===== src/rtl/dp_alu_pkg.sv =====
package dp_alu_pkg;
  typedef enum logic [3:0] {
    OP_AND = 4'h0, OP_EOR = 4'h1, OP_SUB = 4'h2, OP_RSB = 4'h3,
    OP_ADD = 4'h4, OP_ADC = 4'h5, OP_SBC = 4'h6, OP_RSC = 4'h7,
    OP_TST = 4'h8, OP_TEQ = 4'h9, OP_CMP = 4'hA, OP_CMN = 4'hB,
    OP_ORR = 4'hC, OP_MOV = 4'hD, OP_BIC = 4'hE, OP_MVN = 4'hF
  } alu_op_e;

  typedef struct packed {
    logic n;
    logic z;
    logic c;
    logic v;
  } nzcv_t;
endpackage


===== src/rtl/dp_alu_addsub.sv =====
module dp_alu_addsub #(
  parameter int W = 32
) (
  input  logic [W-1:0] x,
  input  logic [W-1:0] y,
  input  logic         ci,
  output logic [W-1:0] sum,
  output logic         co,
  output logic         ovf
);
  localparam int UW = W + 1;
  localparam int SW = W + 2;

  logic [UW-1:0] uwide;
  logic [SW-1:0] swide;

  // unsigned widened sum gives the carry out of the top bit
  assign uwide = {1'b0, x} + {1'b0, y} + {{W{1'b0}}, ci};
  // sign-extended sum: overflow when its two top-result bits disagree
  assign swide = {{2{x[W-1]}}, x} + {{2{y[W-1]}}, y} + {{(W+1){1'b0}}, ci};

  assign sum = uwide[W-1:0];
  assign co  = uwide[W];
  assign ovf = swide[W] ^ swide[W-1];
endmodule


===== src/rtl/dp_alu_logic.sv =====
module dp_alu_logic import dp_alu_pkg::*; #(
  parameter int W = 32
) (
  input  alu_op_e      op,
  input  logic [W-1:0] a,
  input  logic [W-1:0] b,
  output logic [W-1:0] y
);
  always_comb begin
    case (op)
      OP_AND, OP_TST: y = a & b;
      OP_EOR, OP_TEQ: y = a ^ b;
      OP_ORR:         y = a | b;
      OP_MOV:         y = b;
      OP_BIC:         y = a & ~b;
      OP_MVN:         y = ~b;
      default:        y = '0;
    endcase
  end
endmodule


===== src/rtl/dp_alu.sv =====
module dp_alu import dp_alu_pkg::*; #(
  parameter int W = 32
) (
  input  logic         clk,
  input  logic         rst_n,
  input  logic [W-1:0] op_a,
  input  logic [W-1:0] op_b,
  input  logic         shift_c,
  input  logic [3:0]   opcode,
  input  logic         set_flags,
  input  logic         carry_in,
  output logic [W-1:0] result,
  output logic         rd_we,
  output logic         flag_n,
  output logic         flag_z,
  output logic         flag_c,
  output logic         flag_v,
  output logic         illegal_op
);
  alu_op_e      op;
  logic [W-1:0] add_x, add_y, add_sum, log_res, res_n;
  logic         add_ci, add_co, add_ovf;
  logic         is_cmp, is_arith, illegal_n, we_n, flag_en;
  nzcv_t        flags_q, flags_n;
  logic [W-1:0] res_q;
  logic         we_q, ill_q;

  assign op = alu_op_e'(opcode);

  // operand steering: subtraction folded into addition of the inverse
  always_comb begin
    add_x  = op_a;
    add_y  = op_b;
    add_ci = 1'b0;
    is_arith = 1'b1;
    case (op)
      OP_SUB, OP_CMP: begin add_y = ~op_b; add_ci = 1'b1; end
      OP_RSB:         begin add_x = op_b; add_y = ~op_a; add_ci = 1'b1; end
      OP_ADD, OP_CMN: add_ci = 1'b0;
      OP_ADC:         add_ci = carry_in;
      OP_SBC:         begin add_y = ~op_b; add_ci = carry_in; end
      OP_RSC:         begin add_x = op_b; add_y = ~op_a; add_ci = carry_in; end
      default:        is_arith = 1'b0;
    endcase
  end

  dp_alu_addsub #(.W(W)) u_add (
    .x(add_x), .y(add_y), .ci(add_ci),
    .sum(add_sum), .co(add_co), .ovf(add_ovf)
  );

  dp_alu_logic #(.W(W)) u_log (
    .op(op), .a(op_a), .b(op_b), .y(log_res)
  );

  assign is_cmp    = (opcode[3:2] == 2'b10);
  assign illegal_n = is_cmp & ~set_flags;
  assign we_n      = ~is_cmp;
  assign flag_en   = set_flags & ~illegal_n;
  assign res_n     = is_arith ? add_sum : log_res;

  always_comb begin
    flags_n.n = res_n[W-1];
    flags_n.z = (res_n == '0);
    flags_n.c = is_arith ? add_co : shift_c;
    flags_n.v = is_arith ? add_ovf : flags_q.v;
  end

  always_ff @(posedge clk or negedge rst_n) begin
    if (!rst_n) begin
      res_q   <= '0;
      we_q    <= 1'b0;
      ill_q   <= 1'b0;
      flags_q <= '0;
    end else begin
      res_q <= res_n;
      we_q  <= we_n;
      ill_q <= illegal_n;
      if (flag_en) flags_q <= flags_n;
    end
  end

  assign result     = res_q;
  assign rd_we      = we_q;
  assign illegal_op = ill_q;
  assign flag_n     = flags_q.n;
  assign flag_z     = flags_q.z;
  assign flag_c     = flags_q.c;
  assign flag_v     = flags_q.v;


  illegal_quiet_chk: assert property (@(posedge clk) disable iff (!rst_n)
    illegal_op |-> (!rd_we && ({flag_n, flag_z, flag_c, flag_v} ==
                    $past({flag_n, flag_z, flag_c, flag_v}))));


  flags_hold_chk: assert property (@(posedge clk) disable iff (!rst_n)
    $past(!set_flags) |-> ({flag_n, flag_z, flag_c, flag_v} ==
                           $past({flag_n, flag_z, flag_c, flag_v})));


  zero_flag_chk: assert property (@(posedge clk) disable iff (!rst_n)
    $past(set_flags) |-> (flag_z == (result == '0)) && (flag_n == result[W-1]));


  logic_carry_chk: assert property (@(posedge clk) disable iff (!rst_n)
    $past(set_flags && !is_arith) |-> flag_c == $past(shift_c));


  logic_ovf_chk: assert property (@(posedge clk) disable iff (!rst_n)
    $past(set_flags && !is_arith) |-> flag_v == $past(flag_v));


  cmp_no_write_chk: assert property (@(posedge clk) disable iff (!rst_n)
    $past(opcode[3:2] == 2'b10) |-> !rd_we);
endmodule


===== config.mk =====
export PLATFORM = sky130hd
export DESIGN_NAME = dp_alu
export DESIGN_NICKNAME = d
export VERILOG_FILES = /design/src/rtl/dp_alu_pkg.sv /design/src/rtl/dp_alu_addsub.sv /design/src/rtl/dp_alu_logic.sv /design/src/rtl/dp_alu.sv
export SDC_FILE = /design/constraint.sdc
export NUM_CORES = 1
export LEC_CHECK = 0
export ABC_AREA = 1
export BUFFER_PORTS_ARGS = -buffer_cell sky130_fd_sc_hd__buf_2
export CAP_MARGIN = 25
export CORE_AREA = 4 4 116 118
export DETAILED_ROUTE_END_ITERATION = 7
export DIE_AREA = 0 0 120 122
export PLACE_DENSITY = 0.89
export SLEW_MARGIN = 20
export SYNTH_ARGS = -nofsm -noshare
export SYNTH_HDL_FRONTEND = slang
export SYNTH_SLANG_ARGS = --single-unit

===== constraint.sdc =====
create_clock -name clk -period 0.9 [get_ports clk]
set_clock_uncertainty 0.2 [all_clocks]
set_input_delay 0.045 -clock clk [delete_from_list [all_inputs] [get_ports clk]]
set_output_delay 0.045 -clock clk [all_outputs]
set_load 0.02 [all_outputs]

==> load_flow_metrics.sql, run 1 <==
INSERT INTO impl_metrics (metric_group, metric, value, unit) VALUES
('global_route', 'global_route.usage.total', '74.1', '%'),
('outcome', 'flow.first_error', '[ERROR GRT-0232] Routing congestion too high. Check the congestion heatmap in the GUI.', ''),
('yosys', 'synth_seq_area_share', '14.2', '%'),
('floorplan', 'floorplan.io_pins', '111', ''),
('outcome', 'outcome', 'did not finish', ''),
('yosys', 'synth_top_cells_by_area', 'nand2_1 25%, dfrtp_1 14%, ha_1 12%, inv_1 12%, nor2_1 5.8%', ''),
('yosys', 'synth-xor-area-share', '2.23', '%'),
('floorplan', 'core.rowCount', '41', ''),
('yosys', 'synth_top_area_share', '24.7', '%'),
('cts', 'cts.sinks', '38', ''),
('placement', 'dpl_worst_slack', '-2.21', 'ns'),
('yosys', 'synth-warning-count', '0', ''),
('yosys', 'mappedNetlistArea', '6680', 'µm²'),
('cts', 'cts-root-to-sink-buffers', '2', ''),
('yosys', 'complex_gate_fraction_of_the_synthesized_area', '16.6', '%'),
('floorplan', 'die-width', '120', 'µm'),
('outcome', 'last_stage_reached', 'global routing', ''),
('global_route', 'grt_max_degree', '39', ''),
('cts', 'ctsHtreeMaxLevel', '2', ''),
('yosys', 'syn-mean-instance-area', '5.55', 'µm²'),
('yosys', 'postSynthCellCount', '1204', ''),
('cts', 'cts-root-buf', 'clkbuf_16', ''),
('placement', 'gp_routability_congestion', '1.07', ''),
('yosys', 'synth_top_family_by_area', 'simple AND/OR/NAND/NOR gates', ''),
('yosys', 'synthMuxAreaShare', '0', '%'),
('yosys', 'yosys_register_bits', '38', ''),
('placement', 'dp_hpwl', '21500', 'µm'),
('yosys', 'synth_adder_area_share', '12.4', '%'),
('floorplan', 'die_h', '122', 'µm'),
('yosys', 'synth.largest_area_cell', 'nand2_1', ''),
('global_route', 'overflow_left_after_global_routing', '38', ''),
('placement', 'numPortBuffers', '110', ''),
('sta', 'worstEpCategory', 'sequential cell input', ''),
('cts', 'cts_buffers', '5', ''),
('sta', 'grt_repair_worst_endpoint', 'flag_z$_DFFE_PN0P_/D', ''),
('floorplan', 'floorplan.initialDensity', '53.6', '%'),
('yosys', 'yosys.area_share.simple', '39.8', '%'),
('yosys', 'synth.net_count', '1342', ''),
('yosys', 'synth.lib_cells_used.distinct', '38', '');
logic make-up after synthesis:
group	Yosys count
adder cells (fa/ha/maj)	65
flip-flops	38
AO/OA/AOI/OAI	178
AND/OR/NAND/NOR	656
XOR/XNOR	17
buffers and inverters	250
stage by stage:
step / area (µm²) / setup TNS (ns) / util (%) / hold slack (ns) / instances
after floorplan: 6940 / -42.57 / - / -0.451 / 1204
after CTS: 10300 / -54.91 / 82.4 / -0.121 / 1741
after global placement: 9520 / -61.94 / 76.4 / -0.184 / 1706
after detailed placement: 9520 / -64.82 / 76.4 / -0.184 / 1706
Yosys cell counts (all sizes together):
cell type and number:
nand3 67, buf 21, nor3 12, nand2 444, o21ai 69, o41ai 1, a211oi 3, fa 2
inv 212, o21bai 4, nand4 17, clkbuf 16, a21oi 41, ha 63, o2111ai 7, o22ai 4
clkinv 1, dfrtp 38, a221oi 2, nor2 103, o221ai 33, a21o 1, nor4 1, nand3b 7
and2 1, or2 4, a31oi 5, xor2 17, o31ai 3, o211ai 5
metal layers:
| metal | track usage (%) | overflow |
|---|---|---|
| met1 | 74.6 | 0 |
| met2 | 90.0 | 19 |
| met3 | 59.8 | 0 |
| met4 | 72.7 | 19 |
| met5 | 25.0 | 0 |
what timing repair did:
item | 4_1_cts
hold buffers | 1
endpoints found under the hold margin | 42
endpoints found under the setup margin | 74
gates cloned | 2
gates resized for setup | 109
pin swaps | 55
buffers inserted | 24
==> run 2: changes to the inputs <==
CORE_AREA = 4 4 135 137   (was 4 4 116 118)
DIE_AREA = 0 0 139 141   (was 0 0 120 122)
PLACE_DENSITY = default   (was 0.89)
PLACE_DENSITY_LB_ADDON = 0.15   (was default)
==> run 2 against run 1 <==
- the flow now finishes, with violations (hold timing, setup timing)
- area after synthesis unchanged
- synthesized cell count unchanged
==> load_flow_metrics.sql, run 2 <==
INSERT INTO impl_metrics (metric_group, metric, value, unit) VALUES
('outcome', 'outcome', 'complete, but fails checks', ''),
('outcome', 'failed_checks', 'hold timing, setup timing', ''),
('yosys', 'synth_top_area_share', '24.7', '%'),
('sta', 'achievable-frequency', '358', 'MHz'),
('cts', 'cts.clk_slew.worst_paths', '0.05', 'ns'),
('yosys', 'synthTopCellsByCount', '440 x nand2_1, 206 x inv_1, 103 x nor2_1', ''),
('setup_path', 'slowest_stage', 'fa_2', ''),
('sta', 'finalHoldViolCount', '4', ''),
('final_layout', 'drive_gt1_share', '41.3', '%'),
('setup_path', 'cp_data_required_time', '0.91', 'ns'),
('setup_path', 'path_max_fanout', '5', ''),
('floorplan', 'die-width', '139', 'µm'),
('final_layout', 'num-fill-cells', '1456', ''),
('power_and_ir_drop', 'fraction_of_power_spent_switching_nets', '42.8', '%'),
('power_and_ir_drop', 'share_comb_of_total_power', '72.2', '%'),
('yosys', 'synth-async-reset-ratio', '100', '%'),
('floorplan', 'floorplan.initialDensity', '39.2', '%'),
('cts', 'ctsHtreeMaxLevel', '2', ''),
('power_and_ir_drop', 'clock_power_share', '11.8', '%'),
('final_layout', 'finish.net_count', '1748', ''),
('final_layout', 'stdcell_count', '1836', ''),
('cts', 'cts.sinks', '38', ''),
('global_route', 'global_route_wire_length_before_repair', '45000', 'µm'),
('yosys', 'mappedNetlistArea', '6680', 'µm²'),
('placement', 'gp_routability_congestion', '0.966', ''),
('worst_hold_path', 'hold_path_class', 'in2reg', ''),
('placement', 'dp_hpwl', '22000', 'µm'),
('worst_hold_path', 'hold_path_startpoint', 'set_flags', ''),
('floorplan', 'floorplan.io_pins', '111', ''),
('cts', 'cts-root-buf', 'clkbuf_16', ''),
('power_and_ir_drop', 'seq_power_share', '15.9', '%'),
('floorplan', 'core_region_area', '17100', 'µm²'),
('setup_path', 'max_stage_delay', '0.37', 'ns'),
('route', 'wire_per_inst', '15.9', 'µm'),
('power_and_ir_drop', 'total_leakage_power', '6.23', 'nW'),
('setup_path', 'worst_reg2reg_setup_slack', '-0.10', 'ns'),
('global_route', 'grt_max_degree', '43', ''),
('global_route', 'antenna_found_initial', '0', ''),
('sta', 'final_max_slew_violation_count', '0', ''),
('yosys', 'synth.net_count', '1342', ''),
('cts', 'cts_tree', 'yes', ''),
('yosys', 'top_flip_flop_cell_by_instance_count_after_synthesis', 'dfrtp_1', ''),
('power_and_ir_drop', 'total_power', '0.0140', 'W'),
('final_layout', 'leading_cell_type_in_the_layout_fill_and_taps_excluded', 'nand2_1', ''),
('yosys', 'syn-mean-instance-area', '5.55', 'µm²'),
('setup_path', 'timing.critical_path.mode_cell', 'nand2_1', ''),
('setup_path', 'critical_path.endpoint', 'flag_z', ''),
('job', 'max-cap-violations', '0', ''),
('route', 'drt_wl_total', '29200', 'µm'),
('yosys', 'synthMuxAreaShare', '0', '%'),
('sta', 'finalCriticalPeriod', '2.79', 'ns'),
('cts', 'cts-root-to-sink-buffers', '2', ''),
('yosys', 'postSynthCellCount', '1204', ''),
('yosys', 'yosys.area_share.simple', '39.8', '%'),
('floorplan', 'core.rowCount', '48', ''),
('sta', 'hold_slack', '-0.127', 'ns'),
('yosys', 'synth-warning-count', '0', ''),
('setup_path', 'worstSetupPathDepth', '24', ''),
('power_and_ir_drop', 'internal-power', '0.00803', 'W'),
('final_layout', 'antennaDiodeCount', '0', ''),
('route', 'postRouteAntennaNets', '0', ''),
('final_layout', 'largest_register_ff_count', '32', ''),
('final_layout', 'layout.cells.most_common_list', '366 x nand2_1, 287 x buf_4, 193 x inv_1, 73 x nor2_1, 68 x buf_2', ''),
('route', 'routed-via-count', '9544', ''),
('floorplan', 'die_h', '141', 'µm'),
('route', 'initial_drc_count', '777', ''),
('power_and_ir_drop', 'ir_worst_vdd', '1.40', 'mV'),
('final_layout', 'register_area', '951', 'µm²'),
('route', 'first_pass_iters', '6', ''),
('final_layout', 'multi_input_comb_area', '5980', 'µm²'),
('yosys', 'yosys_register_bits', '38', ''),
('power_and_ir_drop', 'power-per-cell-area', '1190', 'nW/µm²'),
('setup_path', 'worst_r2r_endpoint', 'flag_n', ''),
('placement', 'dp_cells', '1769', ''),
('sta', 'grt_setup_unrepaired', 'yes', ''),
('sta', 'layout_setup_ws', '-1.89', 'ns'),
('yosys', 'synth_seq_area_share', '14.2', '%'),
('sta', 'slew-limit-headroom', '47.8', '%'),
('yosys', 'synth-edff-count', '0', ''),
('global_route', 'via_count_of_the_first_global_routing_pass', '8916', ''),
('setup_path', 'timing.critical_path.arrival', '2.80', 'ns'),
('global_route', 'overflow_left_after_global_routing', '0', ''),
('yosys', 'synth_top_family_by_area', 'simple AND/OR/NAND/NOR gates', ''),
('setup_path', 'path_delay_family', 'simple AND/OR/NAND/NOR gates', ''),
('setup_path', 'r2r-start', 'flag_n', ''),
('setup_path', 'crit_start_category', 'input pin', ''),
('worst_hold_path', 'worst_hold_path.num_cells', '3', ''),
('sta', 'worst_margin_pin_slew', '0.780', 'ns'),
('yosys', 'synth-xor-area-share', '2.23', '%'),
('power_and_ir_drop', 'switching_power', '0.00601', 'W'),
('route', 'viasPerCell', '5.20', ''),
('setup_path', 'ff2ff_path_depth', '3', ''),
('yosys', 'synth_adder_area_share', '12.4', '%'),
('floorplan', 'full_die_area', '19600', 'µm²'),
('sta', 'fin_crit_sh', '310', '%'),
('final_layout', 'layout-area-overhead-vs-synth', '76.3', '%'),
('setup_path', 'crit_path_start', 'opcode[0]', ''),
('yosys', 'synth_top_cells_by_area', 'nand2_1 25%, dfrtp_1 14%, ha_1 12%, inv_1 12%, nor2_1 5.8%', ''),
('yosys', 'synth.lib_cells_used.distinct', '38', ''),
('setup_path', 'criticalPathCategory', 'in2reg', ''),
('cts', 'cts.hold.buffers_added', '1', ''),
('global_route', 'global_route.usage.total', '28.2', '%'),
('sta', 'final.setup.tns', '-58.40', 'ns'),
('yosys', 'complex_gate_fraction_of_the_synthesized_area', '16.6', '%'),
('setup_path', 'timing.critical_path.cells', 'buf_12 -> nand2_8 -> nor2_4 -> buf_6 -> buf_12 -> o31ai_4 -> fa_2 -> inv_2 -> fa_2 -> nand2_2 -> nand2_4 -> nand3_4 -> nand2_4 -> buf_6 -> xor2_1 -> nand2_1 -> nand3_2 -> nor2_2 -> nand2_1 -> nor2_2 -> nand2_1 -> nor2_1 -> nand2_1 -> nand2_1', ''),
('route', 'drc', '0', ''),
('yosys', 'synthMostInstantiatedCell', 'nand2_1', ''),
('cts', 'clock_latency', '0.27', 'ns'),
('yosys', 'synth.largest_area_cell', 'nand2_1', ''),
('cts', 'cts_buffers', '5', ''),
('setup_path', 'worst_setup_path_end_kind', 'flip-flop', ''),
('sta', 'setup_viol_count_final', '74', ''),
('placement', 'numPortBuffers', '110', ''),
('setup_path', 'worst-path-buf-inv', '5', '');
==> run 2: how the worst min path moves through the flow <==
stage                  to  slack [ns]
2_1_floorplan      flag_c       -0.45
3_3_place_gp    result[2]       -0.18
3_5_place_dp    result[2]       -0.18
4_1_cts        illegal_op       -0.14
5_1_grt        illegal_op       -0.12
6_report       illegal_op       -0.13
==> run 2: worst min-delay path, delay by kind of cell <==
family / cells / cell delay, ns
buf+inv: 2 / 0.22
simple gates: 1 / 0.05
==> run 2: per-layer routing <==
metal / vias up / share of wire [%] / global-route usage (%)
li1: 4677 / - / -
met1: 4407 / 44 / 39.8
met2: 411 / 46 / 46.5
met3: 49 / 8.3 / 3.09
met4: 0 / 1.8 / 6.80
met5: - / 0 / 0
==> run 2: area by class of cell <==
cell class	count	area share [%]
clock inverter	1	0.0425
multi-input combinational	916	50.8
timing repair buffer	436	30.6
sequential	38	8.07
inverter	213	6.89
tap	225	2.39
clock buffer	7	1.21
==> run 2: timing repair <==
action / CTS / global route
gates resized for setup: 255 / 92
pin swaps: 65 / 55
gates cloned: 4 / 0
setup endpoints to repair: 74 / 74
hold endpoints to repair: 42 / 3
buffers inserted: 49 / 12
==> run 2: cells by family (layout without fill, tap and decap cells) <==
logic type	Yosys count	after routing
AO/OA/AOI/OAI	178	178
adder cells (fa/ha/maj)	65	65
XOR/XNOR	17	17
buffers and inverters	250	657
flip-flops	38	38
AND/OR/NAND/NOR	656	656
==> run 2: metrics by stage <==
stage / setup slack [ns] / util [%] / instance area (µm²)
after floorplan: -1.60 / - / 6940
after global placement: -2.24 / 56.9 / 9710
after detailed placement: -2.29 / 56.9 / 9710
after CTS: -1.81 / 66.3 / 11300
after global routing: -2.05 / 69.1 / 11800
final: -1.89 / 69.1 / 11800
==> run 2: power groups by stage <==
stage	Sequential, W	Combinational [W]	Clock [W]
2_1_floorplan	0.00267	0.00351	0
3_3_place_gp	0.00217	0.00745	0
5_1_grt	0.00229	0.0109	0.00178
4_1_cts	0.00224	0.00929	0.00171
3_5_place_dp	0.00217	0.00754	0
6_report	0.00224	0.0101	0.00166
No activity file was read; power rests on OpenSTA's default activity.
==> run 3: changes to the inputs <==
REMOVE_ABC_BUFFERS = 1   (was default)
==> run 3 against run 2 <==
- the run still ends with hold timing, setup timing left
- critical path type unchanged
- non-clock buffer count up 20
- total power up 8.8%
- global-route usage up 1.0 points
- sequential share of layout area down 0.36 points
- register-to-register slack worse by 0.05 ns
- maximum frequency down 2.4%
- sequential power about the same
- via count up 2.8%
- clock-buffer cell count down 1
- worst setup slack worse by 0.069 ns
- routed wire length up 9.3%
==> load_flow_metrics.sql, run 3 (synthesis gave the netlist of run 2 again) <==
INSERT INTO impl_metrics (metric_group, metric, value, unit) VALUES
('power_and_ir_drop', 'fraction_of_power_spent_switching_nets', '43.9', '%'),
('floorplan', 'die_h', '141', 'µm'),
('placement', 'numPortBuffers', '110', ''),
('worst_hold_path', 'hold_path_class', 'in2reg', ''),
('global_route', 'antenna_found_initial', '0', ''),
('route', 'drt_wl_total', '32000', 'µm'),
('sta', 'final.setup.tns', '-58.26', 'ns'),
('floorplan', 'core.rowCount', '48', ''),
('worst_hold_path', 'hold_path_startpoint', 'set_flags', ''),
('setup_path', 'worst_setup_path_end_kind', 'flip-flop', ''),
('cts', 'cts.clk_slew.worst_paths', '0.07', 'ns'),
('setup_path', 'timing.critical_path.arrival', '2.91', 'ns'),
('outcome', 'outcome', 'complete, but fails checks', ''),
('setup_path', 'criticalPathCategory', 'in2reg', ''),
('cts', 'cts.hold.buffers_added', '2', ''),
('final_layout', 'num-fill-cells', '1346', ''),
('final_layout', 'drive_gt1_share', '48.2', '%'),
('outcome', 'failed_checks', 'hold timing, setup timing', ''),
('sta', 'setup_viol_count_final', '74', ''),
('global_route', 'global_route_wire_length_before_repair', '46200', 'µm'),
('final_layout', 'finish.net_count', '1768', ''),
('setup_path', 'ff2ff_path_depth', '3', ''),
('final_layout', 'leading_cell_type_in_the_layout_fill_and_taps_excluded', 'nand2_1', ''),
('sta', 'layout_setup_ws', '-1.96', 'ns'),
('route', 'initial_drc_count', '769', ''),
('global_route', 'grt_max_degree', '39', ''),
('cts', 'cts-root-buf', 'clkbuf_16', ''),
('route', 'viasPerCell', '5.29', ''),
('sta', 'grt_setup_unrepaired', 'yes', ''),
('sta', 'achievable-frequency', '350', 'MHz'),
('cts', 'cts_buffers', '5', ''),
('power_and_ir_drop', 'share_comb_of_total_power', '70.7', '%'),
('worst_hold_path', 'worst_hold_path.num_cells', '3', ''),
('route', 'wire_per_inst', '17.2', 'µm'),
('sta', 'slew-limit-headroom', '71.1', '%'),
('floorplan', 'core_region_area', '17100', 'µm²'),
('power_and_ir_drop', 'seq_power_share', '14.7', '%'),
('placement', 'gp_routability_congestion', '0.973', ''),
('cts', 'ctsHtreeMaxLevel', '2', ''),
('setup_path', 'cp_data_required_time', '0.95', 'ns'),
('sta', 'finalHoldViolCount', '7', ''),
('final_layout', 'layout.cells.most_common_list', '318 x nand2_1, 295 x buf_4, 184 x inv_1, 101 x nand2_2, 69 x buf_2', ''),
('global_route', 'via_count_of_the_first_global_routing_pass', '9037', ''),
('floorplan', 'floorplan.io_pins', '111', ''),
('route', 'drc', '0', ''),
('sta', 'finalCriticalPeriod', '2.86', 'ns'),
('floorplan', 'floorplan.initialDensity', '39.2', '%'),
('power_and_ir_drop', 'ir_worst_vdd', '0.743', 'mV'),
('job', 'max-cap-violations', '0', ''),
('cts', 'clock_latency', '0.31', 'ns'),
('power_and_ir_drop', 'clock_power_share', '14.6', '%'),
('route', 'postRouteAntennaNets', '0', ''),
('final_layout', 'finalCoreUtilization', '72.3', '%'),
('power_and_ir_drop', 'internal-power', '0.00856', 'W'),
('cts', 'cts-root-to-sink-buffers', '2', ''),
('setup_path', 'path_max_fanout', '4', ''),
('floorplan', 'die-width', '139', 'µm'),
('setup_path', 'crit_path_start', 'opcode[1]', ''),
('cts', 'cts.sinks', '38', ''),
('power_and_ir_drop', 'total_leakage_power', '6.44', 'nW'),
('final_layout', 'layout-area-overhead-vs-synth', '84.6', '%'),
('global_route', 'overflow_left_after_global_routing', '0', ''),
('final_layout', 'antennaDiodeCount', '0', ''),
('sta', 'hold_slack', '-0.167', 'ns'),
('setup_path', 'worst_reg2reg_setup_slack', '-0.15', 'ns'),
('sta', 'fin_crit_sh', '318', '%'),
('route', 'first_pass_iters', '5', ''),
('setup_path', 'crit_start_category', 'input pin', ''),
('final_layout', 'fin_area', '12300', 'µm²'),
('floorplan', 'full_die_area', '19600', 'µm²'),
('cts', 'cts_tree', 'yes', ''),
('power_and_ir_drop', 'switching_power', '0.00670', 'W'),
('power_and_ir_drop', 'power-per-cell-area', '1240', 'nW/µm²'),
('global_route', 'global_route.usage.total', '29.3', '%'),
('placement', 'dp_hpwl', '22100', 'µm'),
('route', 'routed-via-count', '9810', ''),
('setup_path', 'r2r-start', 'flag_n', ''),
('sta', 'final_max_slew_violation_count', '0', ''),
('power_and_ir_drop', 'total_power', '0.0153', 'W'),
('sta', 'worst_margin_pin_slew', '0.431', 'ns'),
('placement', 'postPlaceCellArea', '9490', 'µm²'),
('final_layout', 'largest_register_ff_count', '32', '');
## run 3: changes by cell type in the layout (fill, tap and decap cells not counted), sizes merged
cell and change:
buf +16, bufbuf -1, bufinv +1, clkbuf +3
clkinv -1, clkinvlp +1, dlygate4sd3 +1, inv -1
## run 3: timing repair
action	CTS	global route
hold endpoints to repair	48	5
buffers inserted	47	27
gates cloned	3	4
gates resized for setup	317	230
pin swaps	59	90
endpoints found under the setup margin	74	75
## run 3: worst paths after layout
path                                    to
worst min-delay path            illegal_op
worst min register to register      flag_c
worst max register to register      flag_n
min in group asynchronous        result[2]
worst max-delay path                flag_z
max in group asynchronous       result[18]
## run 3: worst max-delay path: stages
cell and delay, ns:
buf_12 0.09, nand2_4 0.05, nor2_4 0.13, buf_6 0.14, inv_6 0.05, o21ai_4 0.14, a21oi_2 0.06, fa_2 0.38
inv_2 0.09, fa_2 0.21, nand2_2 0.08, nand2_4 0.10, nand3_4 0.08, nand2_4 0.11, nand2_4 0.07, nand2_4 0.07
buf_6 0.11, nand3_4 0.08, a21oi_2 0.16, nor2_1 0.06, nor2_2 0.20, nand3_2 0.14, nor2_4 0.14, nand2_1 0.06
nand2_1 0.06
## run 3: power groups by stage
stage / Sequential (W) / Clock [W] / Combinational, W
6_report: 0.00224 / 0.00223 / 0.0108
5_1_grt: 0.00228 / 0.00234 / 0.0115
4_1_cts: 0.00224 / 0.00227 / 0.00916
3_5_place_dp: 0.00218 / 0 / 0.00739
3_3_place_gp: 0.00217 / 0 / 0.00733
2_1_floorplan: 0.00267 / 0 / 0.00324
## run 3: layout make-up
type | count | area [µm²] | share of cell area, %
tap | 225 | 282 | 2.28
inverter | 213 | 818 | 6.64
sequential | 38 | 951 | 7.71
timing repair buffer | 456 | 3840 | 31.1
clock buffer | 6 | 139 | 1.13
multi-input combinational | 916 | 6270 | 50.9
clock inverter | 1 | 30.0 | 0.244
## run 3: metrics by stage
stage | setup slack [ns] | cells
floorplan | -4.51 | 1167
global placement | -2.55 | 1774
detailed placement | -2.68 | 1774
CTS | -1.89 | 1833
global route | -2.09 | 1855
finish | -1.96 | 1855
## run 3: routing by layer
layer	vias to the layer above	track usage, %	share of wire (%)
li1	4726	-	-
met2	426	49.4	47
met3	123	4.44	6.6
met1	4535	37.4	41
met4	0	12.2	5.0
met5	-	0	0
==> run 4: changes to the inputs <==
--- a/config.mk
+++ b/config.mk
@@ -15,2 +15,3 @@
 export REMOVE_ABC_BUFFERS = 1
+export SKIP_LAST_GASP = 1
 export SLEW_MARGIN = 20
--- a/constraint.sdc
+++ b/constraint.sdc
@@ -4,2 +4,2 @@
 set_output_delay 0.045 -clock clk [all_outputs]
-set_load 0.02 [all_outputs]
+set_load 0.005 [all_outputs]
==> run 4 against run 3 <==
- the run still ends with hold timing, setup timing left
- routed wire length up 0.85%
- cell count up 0.16%
- non-clock buffer count up 3
- sequential share of layout area up 0.13 points
- worst setup slack worse by 0.0062 ns
- combinational power down 6%
- cell area down 1.6%
- sequential cell count unchanged
- highest routed layer unchanged
==> load_flow_metrics.sql, run 4 (synthesis gave the netlist of run 2 again) <==
INSERT INTO impl_metrics (metric_group, metric, value, unit) VALUES
('outcome', 'outcome', 'complete, but fails checks', ''),
('outcome', 'failed_checks', 'hold timing, setup timing', ''),
('floorplan', 'die_h', '141', 'µm'),
('final_layout', 'drive_gt1_share', '46.1', '%'),
('setup_path', 'timing.critical_path.mode_cell', 'nand2_4', ''),
('sta', 'hold_slack', '-0.176', 'ns'),
('sta', 'finalHoldViolCount', '6', ''),
('global_route', 'global_route.usage.total', '29.1', '%'),
('power_and_ir_drop', 'total_leakage_power', '6.40', 'nW'),
('setup_path', 'path_delay_family', 'simple AND/OR/NAND/NOR gates', ''),
('job', 'max-cap-violations', '0', ''),
('floorplan', 'full_die_area', '19600', 'µm²'),
('sta', 'final_max_slew_violation_count', '0', ''),
('sta', 'grt_setup_unrepaired', 'yes', ''),
('final_layout', 'finalCoreUtilization', '71.1', '%'),
('sta', 'worst_margin_pin_slew', '0.456', 'ns'),
('setup_path', 'worstSetupPathDepth', '25', ''),
('setup_path', 'criticalPathCategory', 'in2reg', ''),
('setup_path', 'ff2ff_path_depth', '3', ''),
('cts', 'cts.clk_slew.worst_paths', '0.07', 'ns'),
('setup_path', 'worst_setup_path_end_kind', 'flip-flop', ''),
('floorplan', 'floorplan.initialDensity', '39.2', '%'),
('sta', 'slew-limit-headroom', '69.5', '%'),
('sta', 'achievable-frequency', '349', 'MHz'),
('setup_path', 'critical_path.endpoint', 'flag_z', ''),
('route', 'routed-via-count', '9825', ''),
('floorplan', 'core.rowCount', '48', ''),
('global_route', 'antenna_found_initial', '0', ''),
('global_route', 'grt_max_degree', '39', ''),
('floorplan', 'core_region_area', '17100', 'µm²'),
('final_layout', 'stdcell_count', '1858', ''),
('cts', 'cts_buffers', '5', ''),
('global_route', 'via_count_of_the_first_global_routing_pass', '8959', ''),
('route', 'drt_wl_total', '32200', 'µm'),
('worst_hold_path', 'hold_path_class', 'in2reg', ''),
('cts', 'clock_latency', '0.30', 'ns'),
('power_and_ir_drop', 'power-per-cell-area', '1190', 'nW/µm²'),
('placement', 'dp_cells', '1774', ''),
('cts', 'cts.sinks', '38', ''),
('setup_path', 'crit_start_category', 'input pin', ''),
('sta', 'finalCriticalPeriod', '2.87', 'ns'),
('cts', 'cts-root-buf', 'clkbuf_16', ''),
('floorplan', 'die-width', '139', 'µm'),
('setup_path', 'worst-path-buf-inv', '5', ''),
('floorplan', 'floorplan.io_pins', '111', ''),
('cts', 'ctsHtreeMaxLevel', '2', ''),
('sta', 'setup_viol_count_final', '74', ''),
('cts', 'cts_tree', 'yes', ''),
('final_layout', 'antennaDiodeCount', '0', ''),
('setup_path', 'worst_r2r_endpoint', 'flag_n', ''),
('route', 'wire_per_inst', '17.4', 'µm'),
('setup_path', 'slowest_stage', 'fa_2', ''),
('global_route', 'overflow_left_after_global_routing', '0', ''),
('final_layout', 'finish.net_count', '1771', ''),
('sta', 'layout_setup_ws', '-1.97', 'ns'),
('final_layout', 'largest_register_ff_count', '32', ''),
('sta', 'fin_crit_sh', '319', '%'),
('setup_path', 'path_max_fanout', '4', ''),
('power_and_ir_drop', 'ir_worst_vdd', '0.716', 'mV'),
('setup_path', 'worst_reg2reg_setup_slack', '-0.05', 'ns'),
('setup_path', 'cp_data_required_time', '0.94', 'ns'),
('setup_path', 'timing.critical_path.arrival', '2.91', 'ns'),
('route', 'viasPerCell', '5.29', ''),
('placement', 'dp_hpwl', '22100', 'µm'),
('global_route', 'global_route_wire_length_before_repair', '45900', 'µm'),
('final_layout', 'leading_cell_type_in_the_layout_fill_and_taps_excluded', 'nand2_1', ''),
('setup_path', 'max_stage_delay', '0.38', 'ns'),
('route', 'postRouteAntennaNets', '0', ''),
('setup_path', 'r2r-start', 'flag_n', ''),
('cts', 'cts-root-to-sink-buffers', '2', ''),
('final_layout', 'num-fill-cells', '1398', ''),
('route', 'drc', '0', ''),
('placement', 'numPortBuffers', '110', ''),
('final_layout', 'layout-area-overhead-vs-synth', '81.6', '%'),
('placement', 'gp_routability_congestion', '0.973', ''),
('route', 'initial_drc_count', '817', ''),
('route', 'first_pass_iters', '5', ''),
('final_layout', 'layout.cells.most_common_list', '337 x nand2_1, 287 x buf_4, 192 x inv_1, 105 x buf_2, 76 x nand2_2', ''),
('cts', 'cts.hold.buffers_added', '2', ''),
('setup_path', 'crit_path_start', 'opcode[1]', '');
## run 4: cell types whose count changed in the layout (fill, tap and decap cells not counted), sizes merged
cell	before	now
clkbuf	10	9
buf	450	454
## run 4: layer usage
metal | track usage, % | share of wire [%] | up-vias
met5 | 0 | 0 | -
met4 | 12.2 | 5.9 | 0
li1 | - | - | 4726
met3 | 4.10 | 6.9 | 126
met2 | 49.2 | 47 | 435
met1 | 37.3 | 40 | 4538
## run 4: layout make-up
type	count	area [µm²]	area share [%]
repair buffers	459	3660	30.2
well taps	225	282	2.32
flip-flops and latches	38	951	7.84
inverters	213	816	6.73
clock inverters	1	30.0	0.248
clock buffers	6	139	1.15
multi-input cells	916	6250	51.5
## run 4: worst min path at each step
stage	start	to	slack, ns	cells past startpoint
CTS	set_flags	illegal_op	-0.18	3
finish	set_flags	illegal_op	-0.18	3
global placement	rst_n	result[2]	-0.16	2
detailed placement	rst_n	result[2]	-0.16	2
global route	set_flags	illegal_op	-0.15	3
floorplan	rst_n	flag_c	-0.45	0
## run 4: where the power goes
| part | internal (W) | switching [W] |
|---|---|---|
| logic | 0.00478 | 0.00529 |
| registers | 0.00206 | 0.0000856 |
| clock network | 0.00137 | 0.000854 |
## run 4: timing repair
item                       in CTS  in global routing
buffers inserted               47                 37
pin swaps                      57                126
setup endpoints to repair      74                 74
hold endpoints to repair       48                  4
gates cloned                    3                  3
resized for setup             196                252
## run 4: stage by stage
| step | setup slack, ns | cell area, µm² | total power, W | hold slack [ns] | setup TNS [ns] |
|---|---|---|---|---|---|
| 6_report | -1.97 | 12100 | 0.0144 | -0.176 | -59.41 |
| 5_1_grt | -2.11 | 12100 | 0.0154 | -0.151 | -63.66 |
| 4_1_cts | -1.92 | 10800 | 0.0126 | -0.181 | -57.21 |
| 3_5_place_dp | -2.68 | 9490 | 0.00914 | -0.156 | -69.64 |
| 3_3_place_gp | -2.55 | 9490 | 0.00907 | -0.159 | -67.44 |
| 2_1_floorplan | -4.51 | 6490 | 0.00549 | -0.451 | -142.99 |
## run 4: worst register-to-register path: stages (launching register included)
cell	delay [ns]
dfrtp_1	0.37
buf_4	0.13
nor2_1	0.08
a31oi_1	0.05
